==> src/rtl/psd_pkg.sv <==
package psd_pkg;

  // Position inside a run of asserted status samples
  typedef enum logic [2:0] {
    RUN_IDLE   = 3'd0,
    RUN_ONE    = 3'd1,
    RUN_TWO    = 3'd2,
    RUN_THREE  = 3'd3,
    RUN_RESYNC = 3'd4
  } run_state_e;

  // Decoded events, registered together
  typedef struct packed {
    logic ext;
    logic start;
    logic err;
  } evt_t;

  localparam int unsigned LINE_STAT  = 0;
  localparam int unsigned LINE_FETCH = 1;
  localparam int unsigned NUM_LINES  = 2;

endpackage

==> src/rtl/psd_edge_sampler.sv <==
module psd_edge_sampler #(
  parameter int unsigned LINES = 2
) (
  input  logic             clk,
  input  logic             rst_n,
  input  logic [LINES-1:0] lines_n,
  output logic [LINES-1:0] active
);

  // One falling-edge capture flop per line; stored active-high
  for (genvar g = 0; g < LINES; g++) begin : g_line
    logic cap_q;
    always_ff @(negedge clk or negedge rst_n) begin
      if (!rst_n) begin
        cap_q <= 1'b0;
      end else begin
        cap_q <= ~lines_n[g];
      end
    end
    assign active[g] = cap_q;
  end

endmodule

==> src/rtl/psd_run_classifier.sv <==
module psd_run_classifier
  import psd_pkg::*;
#(
  parameter int unsigned RESYNC_LEN = 4
) (
  input  logic clk,
  input  logic rst_n,
  input  logic act,
  output evt_t evt
);

  localparam int unsigned CW       = (RESYNC_LEN < 2) ? 1 : $clog2(RESYNC_LEN);
  localparam logic [CW-1:0] IDLE_LAST = CW'(RESYNC_LEN - 1);

  run_state_e       state_q, state_d;
  logic [CW-1:0]    idle_q, idle_d;
  evt_t             evt_q, evt_d;

  always_comb begin
    state_d = state_q;
    idle_d  = idle_q;
    evt_d   = '0;
    unique case (state_q)
      RUN_IDLE: begin
        if (act) state_d = RUN_ONE;
      end
      RUN_ONE: begin
        if (act) begin
          state_d     = RUN_TWO;
          evt_d.start = 1'b1;
        end else begin
          state_d   = RUN_IDLE;
          evt_d.ext = 1'b1;
        end
      end
      RUN_TWO: begin
        state_d = act ? RUN_THREE : RUN_IDLE;
      end
      RUN_THREE: begin
        if (act) begin
          state_d   = RUN_RESYNC;
          idle_d    = '0;
          evt_d.err = 1'b1;
        end else begin
          state_d   = RUN_IDLE;
          evt_d.ext = 1'b1;
        end
      end
      RUN_RESYNC: begin
        if (act) begin
          idle_d = '0;
        end else if (idle_q == IDLE_LAST) begin
          idle_d  = '0;
          state_d = RUN_IDLE;
        end else begin
          idle_d = idle_q + 1'b1;
        end
      end
      default: begin
        state_d = RUN_IDLE;
        idle_d  = '0;
      end
    endcase
  end

  always_ff @(posedge clk or negedge rst_n) begin
    if (!rst_n) begin
      state_q <= RUN_IDLE;
      idle_q  <= '0;
      evt_q   <= '0;
    end else begin
      state_q <= state_d;
      idle_q  <= idle_d;
      evt_q   <= evt_d;
    end
  end

  assign evt = evt_q;

endmodule

==> src/rtl/psd_fetch_counter.sv <==
module psd_fetch_counter #(
  parameter int unsigned WIDTH = 8
) (
  input  logic             clk,
  input  logic             rst_n,
  input  logic             inc,
  output logic [WIDTH-1:0] count
);

  logic [WIDTH-1:0] cnt_q;

  always_ff @(posedge clk or negedge rst_n) begin
    if (!rst_n) begin
      cnt_q <= '0;
    end else if (inc) begin
      cnt_q <= cnt_q + 1'b1;
    end
  end

  assign count = cnt_q;

endmodule

==> src/rtl/psd_pipe_decoder.sv <==
module psd_pipe_decoder
  import psd_pkg::*;
#(
  parameter int unsigned RESYNC_LEN = 4,
  parameter int unsigned FETCH_W    = 8
) (
  input  logic               clk,
  input  logic               rst_n,
  input  logic               pipe_stat_n,
  input  logic               fetch_n,
  output logic               ext_used,
  output logic               insn_start,
  output logic               proto_err,
  output logic [FETCH_W-1:0] fetch_cnt
);

  logic [NUM_LINES-1:0] lines_n;
  logic [NUM_LINES-1:0] lines_act;
  logic                 stat_act;
  logic                 fetch_act;
  evt_t                 evt;

  assign lines_n[LINE_STAT]  = pipe_stat_n;
  assign lines_n[LINE_FETCH] = fetch_n;

  psd_edge_sampler #(.LINES(NUM_LINES)) u_sampler (
    .clk     (clk),
    .rst_n   (rst_n),
    .lines_n (lines_n),
    .active  (lines_act)
  );

  assign stat_act  = lines_act[LINE_STAT];
  assign fetch_act = lines_act[LINE_FETCH];

  psd_run_classifier #(.RESYNC_LEN(RESYNC_LEN)) u_classifier (
    .clk   (clk),
    .rst_n (rst_n),
    .act   (stat_act),
    .evt   (evt)
  );

  psd_fetch_counter #(.WIDTH(FETCH_W)) u_fetch (
    .clk   (clk),
    .rst_n (rst_n),
    .inc   (fetch_act),
    .count (fetch_cnt)
  );

  assign ext_used   = evt.ext;
  assign insn_start = evt.start;
  assign proto_err  = evt.err;

endmodule

==> config.mk <==
export PLATFORM = sky130hd
export DESIGN_NAME = psd_pipe_decoder
export DESIGN_NICKNAME = d
export VERILOG_FILES = /design/src/rtl/psd_pkg.sv /design/src/rtl/psd_edge_sampler.sv /design/src/rtl/psd_run_classifier.sv /design/src/rtl/psd_fetch_counter.sv /design/src/rtl/psd_pipe_decoder.sv
export SDC_FILE = /design/constraint.sdc
export NUM_CORES = 1
export LEC_CHECK = 0
export CELL_PAD_IN_SITES_DETAIL_PLACEMENT = 1
export CELL_PAD_IN_SITES_GLOBAL_PLACEMENT = 2
export CORE_UTILIZATION = 34
export DETAILED_ROUTE_END_ITERATION = 10
export DONT_BUFFER_PORTS = 1
export GPL_ROUTABILITY_DRIVEN = 0
export GPL_TIMING_DRIVEN = 0
export PLACE_DENSITY_LB_ADDON = 0.1
export REMOVE_ABC_BUFFERS = 1
export SYNTH_ARGS = -nofsm -noshare
export SYNTH_HDL_FRONTEND = slang
export SYNTH_SLANG_ARGS = --single-unit
export TNS_END_PERCENT = 5
==> constraint.sdc <==
create_clock -name clk -period 1.2 [get_ports clk]
set_clock_uncertainty 0.15 [all_clocks]
set_input_delay 0.24 -clock clk [delete_from_list [all_inputs] [get_ports clk]]
set_output_delay 0.24 -clock clk [all_outputs]
set_load 0.05 [all_outputs]
# Word level (Yosys, flattened, before mapping)
# Cells that the tools add are included.
# classes
addsub	2
eq_ne	9
n_mux	16
n_bitwise	3
n_reduce_logical	5
# op_table
operator	count
one-hot mux 3 bit (5 select lines)	1
2-to-1 mux 3 bit	4
2-to-1 mux 2 bit	5
adder 8 x 1 -> 8 bit (second input constant)	1
equality test 3 x 2 -> 1 bit (second input constant)	2
!= test 2 bit (second input constant)	3
one-hot mux 2 bit (3 select lines)	1
2-to-1 mux 1 bit	5
equality test 3 x 1 -> 1 bit (second input constant)	1
equality test 3 bit (second input constant)	1
zero test 3 bit	1
inverter 1 bit	3
AND reduction 3 bit	1
OR reduction 3 bit	1
adder 2 x 1 -> 2 bit (second input constant)	1
equality test 2 bit (second input constant)	1
!= test 2 x 1 -> 1 bit (second input constant)	1
AND reduction 2 bit	1
OR reduction 2 bit	1
# totals
reg_bits	18

# Longest topological paths before layout
# Gate-level depths: netlist of the first run.
# logic_depth
word_depth	4
mapped_depth	4
mapped_depth_nobuf	4

# By module
# A second synthesis of the first run with hierarchy kept.
# hier_totals
hier_cells	65
area_unflattened_um2	768.2
# modules_own_cells
mod	instances	cells_each	area_each_um2	seq_area_each_um2
psd_run_classifier	1	33	357.8	200.2
psd_fetch_counter	1	26	337.8	200.2
psd_edge_sampler	1	6	72.6	50.0

==> results of run 1 <==
-- critical path: cells and delay by family (launching register included) --
kind | cells | cell delay [ps]
mux | 1 | 320
buf+inv | 1 | 150
flops | 1 | 490
-- layout by cell type, fill, tap and decap left out, types with 2 or more instances in the layout --
| cell type | Yosys | layout |
|---|---|---|
| dfrtp_2 | 0 | 9 |
| dfrtp_1 | 16 | 7 |
| nor2_1 | 6 | 6 |
| xnor2_1 | 5 | 5 |
| nand2_1 | 4 | 4 |
| o21ai_1 | 1 | 4 |
| nand2b_1 | 3 | 3 |
| xor2_1 | 3 | 3 |
| clkbuf_4 | 0 | 3 |
| inv_1 | 2 | 2 |
| nand4_1 | 2 | 2 |
| ha_1 | 2 | 2 |
| buf_4 | 0 | 2 |
| dfrtn_1 | 2 | 2 |
-- cell type report --
| class | count | area [um2] |
|---|---|---|
| inverter | 2 | 7.51 |
| clock buffer | 4 | 36.3 |
| fill | 207 | 1120 |
| timing repair buffer | 4 | 31.3 |
| multi-input combinational | 39 | 292 |
| sequential | 18 | 462 |
| tap | 27 | 33.8 |
-- layer usage --
layer,share of wire [%],global-route usage [%]
met1,48,18.3
met2,45,20.2
met3,4.0,4.72
met4,2.9,7.35
met5,0,0
-- flip-flops by register name, indices dropped and copies added (netlist names) --
| name | flops |
|---|---|
| u_classifier.evt | 3 |
| u_sampler.g_line.cap_q | 2 |
| u_classifier.idle_q | 2 |
| u_classifier.state_q | 3 |
| u_fetch.count | 8 |
-- where the power goes --
group / internal [mW] / switching [mW]
Sequential: 0.788 / 0.677
Clock: 0.185 / 0.182
Combinational: 0.188 / 0.165
Total: 1.16 / 1.02
-- final timing paths --
kind | depth (start not counted) | endpoint | slack [ps] | from
worst max-delay path | 2 | u_fetch.count[1]$_DFFE_PN0P_ | -610 | u_sampler.g_line[1].cap_q$_DFF_NN0_
worst min-delay path | 1 | u_classifier.state_q[2]$_DFFE_PN0P_ | -280 | rst_n
worst max register to register | 2 | u_fetch.count[1]$_DFFE_PN0P_ | -610 | u_sampler.g_line[1].cap_q$_DFF_NN0_
worst min register to register | 2 | u_classifier.idle_q[1]$_DFFE_PN0P_ | 390 | u_classifier.idle_q[1]$_DFFE_PN0P_
max in group asynchronous | 1 | u_sampler.g_line[1].cap_q$_DFF_NN0_ | 350 | rst_n
min in group clk | 1 | u_sampler.g_line[0].cap_q$_DFF_NN0_ | 340 | pipe_stat_n
-- logic make-up (layout without fill, tap and decap cells) --
family | Yosys count | count (layout) | share of synthesized area [%]
AOI/OAI and AO/OA | 6 | 6 | 4.29
xor gates and xnor gates | 8 | 8 | 9.61
adders and majority gates | 2 | 2 | 3.43
buffers and inverters | 2 | 10 | 1.03
DFF | 18 | 18 | 61.7
muxes | 1 | 1 | 1.54
and+or+nand+nor | 22 | 22 | 18.4
-- per-stage QoR --
stage,area [um2],cells,hold slack [ps]
6_report,862,94,-281
5_1_grt,862,94,-266
4_1_cts,847,94,324
3_5_place_dp,763,86,-205
3_3_place_gp,763,86,-205
2_1_floorplan,729,59,-206
-- what timing repair did --
item	4_1_cts	5_1_grt
pin swaps	3	3
setup endpoints to repair	27	45
endpoints found under the hold margin	18	16
gates resized for setup	10	9
setup buffers	3	0
==> flow_results.xml, run 1 <==
<?xml version="1.0" encoding="UTF-8"?>
<metrics>
  <group name="run_status">
    <metric name="run_status" unit="">finished with violations</metric>
    <metric name="violations" unit="">hold timing, setup timing</metric>
  </group>
  <group name="yosys">
    <metric name="netlist_top_cells_area" unit="">dfrtp_1, dfrtn_1, xnor2_1, xor2_1, ha_1</metric>
    <metric name="synth_most_common_cell" unit="">dfrtp_1</metric>
    <metric name="synth-main-ff-cell" unit="">dfrtp_1</metric>
    <metric name="synth_cells" unit="">59</metric>
    <metric name="synthesis.area" unit="um2">729</metric>
    <metric name="yosysTopAreaCell" unit="">dfrtp_1</metric>
    <metric name="synth_top_cell_area_share" unit="%">54.9</metric>
    <metric name="synth-warning-count" unit="">0</metric>
    <metric name="synth_cell_type_count" unit="">22</metric>
    <metric name="synth.yosys.seq_area_share" unit="%">61.7</metric>
    <metric name="synth.cells.most_frequent" unit="">dfrtp_1, nor2_1, xnor2_1</metric>
    <metric name="synth_async_sr_flop_share" unit="%">100</metric>
    <metric name="synth.ff_latch_count" unit="">18</metric>
    <metric name="postSynthAreaPerCell" unit="um2">12.4</metric>
    <metric name="synth-edff-count" unit="">0</metric>
  </group>
  <group name="route">
    <metric name="vias" unit="">457</metric>
    <metric name="firstDrtPassIters" unit="">2</metric>
    <metric name="detail_route.drc_violations" unit="">0</metric>
    <metric name="avg_vias_per_cell" unit="">4.86</metric>
    <metric name="antenna_left" unit="">0</metric>
    <metric name="drt_iter0_markers" unit="">3</metric>
    <metric name="drt-wirelength-per-cell" unit="um">14.1</metric>
    <metric name="postRouteWirelength" unit="mm">1.33</metric>
  </group>
  <group name="setup_path">
    <metric name="cp_cell_sequence" unit="">buf_6 &gt; mux2_2</metric>
    <metric name="timing.critical_path.arrival" unit="ps">1840</metric>
    <metric name="worst_ep_required_time" unit="ps">1240</metric>
    <metric name="crit_path_max_incr_delay" unit="ps">490</metric>
    <metric name="crit_path_max_fanout" unit="">5</metric>
    <metric name="crit_path_start_kind" unit="">register</metric>
    <metric name="criticalPathCategory" unit="">reg2reg</metric>
    <metric name="setup.worst_path.end_class" unit="">register</metric>
    <metric name="cell_at_the_slowest_stage_of_the_critical_path" unit="">dfrtn_1</metric>
  </group>
  <group name="sta">
    <metric name="timing_max_transition_violations_final" unit="">0</metric>
    <metric name="fin_hold_ws" unit="ps">-281</metric>
    <metric name="timing.slew.headroom" unit="%">57.6</metric>
    <metric name="final_critical_path_setup_slack" unit="ps">-608</metric>
    <metric name="rsz_0062_raised_after_global_routing" unit="">true</metric>
    <metric name="timing_worst_slew_pin_value" unit="ps">636</metric>
    <metric name="finalHoldViolCount" unit="">16</metric>
    <metric name="tns" unit="ps">-8440</metric>
    <metric name="final-setup-viol-count" unit="">27</metric>
  </group>
  <group name="place">
    <metric name="dp_slack" unit="ps">-747</metric>
    <metric name="dp.final_hpwl" unit="um">879</metric>
    <metric name="port_buffers" unit="">0</metric>
  </group>
  <group name="global_routing">
    <metric name="antenna_violations_before_repair" unit="">0</metric>
    <metric name="grt_pass1_vias" unit="">474</metric>
    <metric name="grt_start_max_net_pins" unit="">19</metric>
    <metric name="track_usage" unit="%">13.9</metric>
    <metric name="grt.overflow.total" unit="">0</metric>
    <metric name="grt_pass1_wl" unit="mm">2.42</metric>
  </group>
  <group name="cells_and_area">
    <metric name="layout.core_utilization" unit="%">43.5</metric>
    <metric name="syn_to_final_growth" unit="%">18.2</metric>
    <metric name="finalNetCount" unit="">74</metric>
    <metric name="diodes" unit="">0</metric>
    <metric name="drive_above_1_share" unit="%">31.3</metric>
  </group>
  <group name="clock_tree">
    <metric name="ctsRootBufferMaster" unit="">clkbuf_4</metric>
    <metric name="clock-sinks" unit="">18</metric>
    <metric name="clk-insertion-delay-late" unit="ps">290</metric>
    <metric name="tritoncts" unit="">yes</metric>
    <metric name="clk_pin_slew_worst_paths" unit="ps">100</metric>
    <metric name="cts-hold-fix-buffers" unit="">1</metric>
    <metric name="ctsHtreeMaxLevel" unit="">1</metric>
    <metric name="tritoncts.num_buffers" unit="">3</metric>
    <metric name="clock_tree.buffer_depth" unit="">2</metric>
  </group>
  <group name="job">
    <metric name="drv.max_cap_violation_count" unit="">0</metric>
  </group>
  <group name="die">
    <metric name="rows" unit="">16</metric>
    <metric name="floorplan.initialDensity" unit="%">36.8</metric>
    <metric name="die_span_y" unit="um">48.3</metric>
    <metric name="die_width" unit="um">48.3</metric>
    <metric name="floorplan.die_area" unit="um2">2330</metric>
    <metric name="core_region_area" unit="um2">1980</metric>
    <metric name="io-pin-count" unit="">15</metric>
  </group>
  <group name="power">
    <metric name="powerDensity" unit="nW/um2">2530</metric>
    <metric name="worst_ir_drop_vdd" unit="mV">1.29</metric>
    <metric name="total_leakage_power" unit="nW">0.382</metric>
    <metric name="totalPowerFinal" unit="mW">2.18</metric>
  </group>
  <group name="worst_hold_path">
    <metric name="hp-class" unit="">in2async</metric>
  </group>
</metrics>
No activity file was read; power rests on OpenSTA's default activity.
==> run 2, diff against run 1 <==
--- a/config.mk
+++ b/config.mk
@@ -7,6 +7,7 @@
 export LEC_CHECK = 0
 export CELL_PAD_IN_SITES_DETAIL_PLACEMENT = 1
 export CELL_PAD_IN_SITES_GLOBAL_PLACEMENT = 2
+export CORE_MARGIN = 2
 export CORE_UTILIZATION = 34
 export DETAILED_ROUTE_END_ITERATION = 10
 export DONT_BUFFER_PORTS = 1
==> run 2 against run 1 <==
- die area grew 8.4%
- the flow still finishes with violations (hold timing, setup timing)
- largest power group unchanged
- routed wire length shrank 9.3%
- register-to-register slack gained 30 ps
- critical endpoint is now u_classifier.idle_q[0]$_DFFE_PN0P_
- clock power shrank 3%
==> flow_results.xml, run 2 (synthesis results as in run 1) <==
<?xml version="1.0" encoding="UTF-8"?>
<metrics>
  <group name="sta">
    <metric name="rsz_0062_raised_after_global_routing" unit="">true</metric>
    <metric name="timing.slew.headroom" unit="%">59.8</metric>
    <metric name="timing_max_transition_violations_final" unit="">0</metric>
    <metric name="timing_worst_slew_pin_value" unit="ps">603</metric>
    <metric name="final_critical_path_setup_slack" unit="ps">-583</metric>
    <metric name="final-setup-viol-count" unit="">27</metric>
    <metric name="finalHoldViolCount" unit="">16</metric>
    <metric name="fin_hold_ws" unit="ps">-273</metric>
  </group>
  <group name="global_routing">
    <metric name="grt_start_max_net_pins" unit="">19</metric>
    <metric name="grt.overflow.total" unit="">0</metric>
    <metric name="antenna_violations_before_repair" unit="">0</metric>
    <metric name="track_usage" unit="%">11.3</metric>
    <metric name="grt_pass1_vias" unit="">465</metric>
    <metric name="grt_pass1_wl" unit="mm">2.12</metric>
  </group>
  <group name="route">
    <metric name="drt-met1-wl" unit="um">576</metric>
    <metric name="drt-wirelength-per-cell" unit="um">13.0</metric>
    <metric name="avg_vias_per_cell" unit="">4.90</metric>
    <metric name="drt_iter0_markers" unit="">3</metric>
    <metric name="detail_route.drc_violations" unit="">0</metric>
    <metric name="wl_met3" unit="um">51</metric>
    <metric name="postRouteWirelength" unit="mm">1.21</metric>
    <metric name="antenna_left" unit="">0</metric>
    <metric name="met2_wirelength" unit="um">560</metric>
    <metric name="vias" unit="">456</metric>
    <metric name="highest_layer" unit="">met4</metric>
    <metric name="firstDrtPassIters" unit="">2</metric>
  </group>
  <group name="cells_and_area">
    <metric name="mostFrequentLayoutCell" unit="">dfrtp_1</metric>
    <metric name="layout.cells.most_common_list" unit="">dfrtp_1, nor2_1, xnor2_1</metric>
    <metric name="drive_above_1_share" unit="%">18.2</metric>
    <metric name="finalNetCount" unit="">73</metric>
    <metric name="syn_to_final_growth" unit="%">13.7</metric>
    <metric name="largest_register_ff_count" unit="">8</metric>
    <metric name="diodes" unit="">0</metric>
    <metric name="num-fill-cells" unit="">224</metric>
  </group>
  <group name="clock_tree">
    <metric name="ctsHtreeMaxLevel" unit="">1</metric>
    <metric name="tritoncts.num_buffers" unit="">3</metric>
    <metric name="clk-insertion-delay-late" unit="ps">280</metric>
    <metric name="cts-hold-fix-buffers" unit="">1</metric>
    <metric name="clock_tree.buffer_depth" unit="">2</metric>
    <metric name="tritoncts" unit="">yes</metric>
    <metric name="clk_pin_slew_worst_paths" unit="ps">100</metric>
    <metric name="ctsRootBufferMaster" unit="">clkbuf_4</metric>
    <metric name="clock-sinks" unit="">18</metric>
  </group>
  <group name="die">
    <metric name="floorplan.die_area" unit="um2">2530</metric>
    <metric name="rows" unit="">16</metric>
    <metric name="io-pin-count" unit="">15</metric>
    <metric name="core_region_area" unit="um2">2000</metric>
    <metric name="die_span_y" unit="um">50.3</metric>
    <metric name="floorplan.initialDensity" unit="%">36.4</metric>
    <metric name="die_width" unit="um">50.3</metric>
  </group>
  <group name="setup_path">
    <metric name="setup.worst_path.end_class" unit="">register</metric>
    <metric name="worst_ep_required_time" unit="ps">1270</metric>
    <metric name="crit_path_max_fanout" unit="">3</metric>
    <metric name="criticalPathCategory" unit="">reg2reg</metric>
    <metric name="crit_path_start_kind" unit="">register</metric>
    <metric name="timing.critical_path.arrival" unit="ps">1850</metric>
  </group>
  <group name="power">
    <metric name="powerDensity" unit="nW/um2">2540</metric>
    <metric name="total_leakage_power" unit="nW">0.378</metric>
    <metric name="totalPowerFinal" unit="mW">2.10</metric>
    <metric name="worst_ir_drop_vdd" unit="mV">1.19</metric>
  </group>
  <group name="run_status">
    <metric name="run_status" unit="">finished with violations</metric>
    <metric name="violations" unit="">hold timing, setup timing</metric>
  </group>
  <group name="place">
    <metric name="port_buffers" unit="">0</metric>
    <metric name="dp_slack" unit="ps">-753</metric>
    <metric name="dp.final_hpwl" unit="um">835</metric>
  </group>
  <group name="job">
    <metric name="drv.max_cap_violation_count" unit="">0</metric>
  </group>
  <group name="worst_hold_path">
    <metric name="hp-class" unit="">in2async</metric>
  </group>
</metrics>
run 2: stage by stage:
stage	std cells	hold WS [ps]	setup TNS [ps]	util, %	instance area, um2
6_report	93	-273	-8600	41.4	830
5_1_grt	93	-271	-9980	41.4	830
4_1_cts	93	330	-10180	41.4	830
3_5_place_dp	86	-205	-7800	38.1	763
3_3_place_gp	86	-205	-7760	38.1	763
2_1_floorplan	59	-206	-6310	-	729
run 2: path summary, 6_finish.rpt:
check / cells after the start / slack, ps / startpoint / endpoint
min reg2reg: 2 / 380 / u_classifier.idle_q[1]$_DFFE_PN0P_ / u_classifier.idle_q[1]$_DFFE_PN0P_
max reg2reg: 2 / -580 / u_sampler.g_line[0].cap_q$_DFF_NN0_ / u_classifier.idle_q[0]$_DFFE_PN0P_
max in group asynchronous: 1 / 350 / rst_n / u_sampler.g_line[0].cap_q$_DFF_NN0_
min: 1 / -270 / rst_n / u_fetch.count[7]$_DFFE_PN0P_
min in group clk: 1 / 350 / pipe_stat_n / u_sampler.g_line[0].cap_q$_DFF_NN0_
max: 2 / -580 / u_sampler.g_line[0].cap_q$_DFF_NN0_ / u_classifier.idle_q[0]$_DFFE_PN0P_
run 2: worst max-delay path, stage by stage (launching register included):
cell and delay [ps]:
dfrtn_1 370, or4b_1 470, o21ai_1 130
run 2: routing by layer:
| metal | vias to the layer above | GRT usage, % |
|---|---|---|
| li1 | 220 | - |
| met1 | 223 | 14.0 |
| met2 | 11 | 17.5 |
| met3 | 2 | 5.65 |
| met4 | 0 | 2.70 |
| met5 | - | 0 |
run 2: power breakdown:
group	leakage (nW)	total [mW]	internal, mW	switching, mW
sequential	0.229	1.42	0.773	0.647
clock	0.0210	0.357	0.184	0.172
combinational	0.127	0.327	0.178	0.149
total	0.378	2.10	1.14	0.968
run 2: repair_timing:
action / 4_1_cts / 5_1_grt
hold endpoints to repair: 18 / 16
pin swaps: 4 / 4
gates cloned: 0 / 0
buffers inserted: 2 / 0
resized for setup: 1 / 7
endpoints found under the setup margin: 27 / 45
run 2: layout make-up:
| type | count | area (um2) | area share (%) |
|---|---|---|---|
| Timing Repair Buffer | 3 | 23.8 | 2.87 |
| Inverter | 2 | 7.51 | 0.905 |
| Tap cell | 27 | 33.8 | 4.07 |
| Sequential cell | 18 | 452 | 54.4 |
| Multi-Input combinational cell | 39 | 277 | 33.3 |
| Clock buffer | 4 | 36.3 | 4.37 |
==> run 3, diff against run 2 <==
--- a/config.mk
+++ b/config.mk
@@ -15,6 +15,7 @@
 export GPL_TIMING_DRIVEN = 0
 export PLACE_DENSITY_LB_ADDON = 0.1
 export REMOVE_ABC_BUFFERS = 1
+export SKIP_CTS_REPAIR_TIMING = 1
 export SYNTH_ARGS = -nofsm -noshare
 export SYNTH_HDL_FRONTEND = slang
 export SYNTH_SLANG_ARGS = --single-unit
==> run 3 against run 2 <==
- the flow finishes with violations (setup timing)
- sequential power about the same
- worst setup slack worse by 54 ps
- utilization up 1.4 points
- combinational power up 6%
- routed wire length up 3.8%
- critical path depth up 1
- via count up 1.3%
- critical path type unchanged
==> flow_results.xml, run 3 (synthesis results as in run 1) <==
<?xml version="1.0" encoding="UTF-8"?>
<metrics>
  <group name="run_status">
    <metric name="run_status" unit="">finished with violations</metric>
    <metric name="violations" unit="">setup timing</metric>
  </group>
  <group name="route">
    <metric name="avg_vias_per_cell" unit="">4.86</metric>
    <metric name="drt-wirelength-per-cell" unit="um">13.2</metric>
    <metric name="postRouteWirelength" unit="mm">1.25</metric>
    <metric name="detail_route.drc_violations" unit="">0</metric>
    <metric name="antenna_left" unit="">0</metric>
    <metric name="vias" unit="">462</metric>
    <metric name="firstDrtPassIters" unit="">3</metric>
    <metric name="drt_iter0_markers" unit="">3</metric>
  </group>
  <group name="place">
    <metric name="dp_slack" unit="ps">-753</metric>
    <metric name="port_buffers" unit="">0</metric>
    <metric name="dp.final_hpwl" unit="um">835</metric>
    <metric name="post_dp_cell_area" unit="um2">763</metric>
  </group>
  <group name="sta">
    <metric name="timing_max_transition_violations_final" unit="">0</metric>
    <metric name="timing.slew.headroom" unit="%">47.3</metric>
    <metric name="final_critical_path_setup_slack" unit="ps">-637</metric>
    <metric name="finalHoldViolCount" unit="">0</metric>
    <metric name="final-setup-viol-count" unit="">29</metric>
    <metric name="rsz_0062_raised_after_global_routing" unit="">true</metric>
    <metric name="tns" unit="ps">-10180</metric>
    <metric name="timing_worst_slew_pin_value" unit="ps">787</metric>
  </group>
  <group name="die">
    <metric name="floorplan.die_area" unit="um2">2530</metric>
    <metric name="die_span_y" unit="um">50.3</metric>
    <metric name="core_region_area" unit="um2">2000</metric>
    <metric name="die_width" unit="um">50.3</metric>
    <metric name="rows" unit="">16</metric>
    <metric name="floorplan.initialDensity" unit="%">36.4</metric>
    <metric name="io-pin-count" unit="">15</metric>
  </group>
  <group name="setup_path">
    <metric name="timing.critical_path.arrival" unit="ps">1840</metric>
    <metric name="setup.worst_path.end_class" unit="">register</metric>
    <metric name="crit_path_max_fanout" unit="">4</metric>
    <metric name="last_element_of_the_critical_path" unit="">u_fetch.count[3]$_DFFE_PN0P_</metric>
    <metric name="rr_worst_depth" unit="">3</metric>
    <metric name="setup.reg_to_reg.worst_slack" unit="ps">-640</metric>
    <metric name="critical_path.reg2reg.endpoint" unit="">u_fetch.count[3]$_DFFE_PN0P_</metric>
    <metric name="criticalPathCategory" unit="">reg2reg</metric>
    <metric name="crit_path_start_kind" unit="">register</metric>
    <metric name="r2r_start" unit="">u_sampler.g_line[1].cap_q$_DFF_NN0_</metric>
    <metric name="worst_ep_required_time" unit="ps">1210</metric>
    <metric name="worstSetupStartpoint" unit="">u_sampler.g_line[1].cap_q$_DFF_NN0_</metric>
  </group>
  <group name="clock_tree">
    <metric name="clk-insertion-delay-late" unit="ps">280</metric>
    <metric name="clock_tree.buffer_depth" unit="">2</metric>
    <metric name="clk_pin_slew_worst_paths" unit="ps">100</metric>
    <metric name="ctsRootBufferMaster" unit="">clkbuf_4</metric>
    <metric name="tritoncts.num_buffers" unit="">3</metric>
    <metric name="ctsHtreeMaxLevel" unit="">1</metric>
    <metric name="clock-sinks" unit="">18</metric>
    <metric name="tritoncts" unit="">yes</metric>
  </group>
  <group name="global_routing">
    <metric name="antenna_violations_before_repair" unit="">0</metric>
    <metric name="grt_pass1_vias" unit="">443</metric>
    <metric name="grt_start_max_net_pins" unit="">19</metric>
    <metric name="grt_pass1_wl" unit="mm">2.04</metric>
    <metric name="grt.overflow.total" unit="">0</metric>
    <metric name="track_usage" unit="%">11.0</metric>
  </group>
  <group name="cells_and_area">
    <metric name="diodes" unit="">0</metric>
    <metric name="mostFrequentLayoutCell" unit="">dfrtp_1</metric>
    <metric name="finalNetCount" unit="">75</metric>
    <metric name="layout.core_utilization" unit="%">42.9</metric>
    <metric name="largest_register_ff_count" unit="">8</metric>
    <metric name="layout.cells.most_common_list" unit="">dfrtp_1, nor2_1, xnor2_1</metric>
    <metric name="syn_to_final_growth" unit="%">17.7</metric>
    <metric name="fin_area" unit="um2">858</metric>
    <metric name="drive_above_1_share" unit="%">19.1</metric>
  </group>
  <group name="power">
    <metric name="worst_ir_drop_vdd" unit="mV">1.27</metric>
    <metric name="total_leakage_power" unit="nW">0.384</metric>
    <metric name="cellInternalPower" unit="mW">1.15</metric>
    <metric name="p_comb_share" unit="%">16.1</metric>
    <metric name="power.switching" unit="mW">0.991</metric>
    <metric name="power_frac_clock" unit="%">16.7</metric>
    <metric name="p_seq_share" unit="%">67.2</metric>
    <metric name="sw_frac_of_total" unit="%">46.3</metric>
    <metric name="powerDensity" unit="nW/um2">2500</metric>
  </group>
  <group name="worst_hold_path">
    <metric name="hp-class" unit="">in2async</metric>
  </group>
  <group name="job">
    <metric name="drv.max_cap_violation_count" unit="">0</metric>
  </group>
</metrics>
[run 3: cell types whose count changed in the layout (fill, tap and decap cells not counted), sizes merged]
| cell | previous run | this run |
|---|---|---|
| clkbuf | 5 | 4 |
| buf | 2 | 4 |
| dlygate4sd3 | 0 | 1 |
[run 3: critical path: stages (launching register included)]
cell     delay (ps)
dfrtn_1         520
nand4_4         150
buf_4           190
xnor2_1         110
[run 3: how the worst min path moves through the flow]
stage                     slack (ps)  cells past startpoint                             endpoint         from
after floorplan                 -210                      0        u_classifier.evt[0]$_DFF_PN0_        rst_n
after detailed placement        -210                      0         u_fetch.count[5]$_DFFE_PN0P_        rst_n
after CTS                       -530                      0         u_fetch.count[5]$_DFFE_PN0P_        rst_n
after global placement          -210                      0         u_fetch.count[5]$_DFFE_PN0P_        rst_n
after global routing             320                      1  u_sampler.g_line[0].cap_q$_DFF_NN0_  pipe_stat_n
final                            330                      1         u_fetch.count[6]$_DFFE_PN0P_        rst_n
[run 3: final cells by class]
type | count | area [um2]
tap | 27 | 33.8
sequential | 18 | 452
inverter | 2 | 7.51
timing repair buffer | 5 | 43.8
clock buffer | 4 | 36.3
fill | 221 | 1140
multi-input combinational | 39 | 285
[run 3: routing by layer]
layer,vias up,global-route usage [%],wire length [um]
li1,221,-,-
met1,227,13.6,592
met2,12,16.9,584
met3,2,5.65,58
met4,0,2.70,15
met5,-,0,0
[run 3: power groups by stage]
| stage | clock (mW) | combinational (mW) | sequential, mW |
|---|---|---|---|
| after detailed placement | 0 | 0.301 | 1.44 |
| after global routing | 0.410 | 0.401 | 1.48 |
| final | 0.359 | 0.345 | 1.44 |
| after floorplan | 0 | 0.260 | 1.38 |
| after global placement | 0 | 0.292 | 1.43 |
| after CTS | 0.386 | 0.305 | 1.42 |
[run 3: through the flow]
step | hold slack [ps] | total power, mW | instances
after floorplan | -206 | 1.64 | 59
after global placement | -205 | 1.73 | 86
after detailed placement | -205 | 1.74 | 86
after CTS | -532 | 2.11 | 90
after global routing | 321 | 2.29 | 95
final | 325 | 2.14 | 95
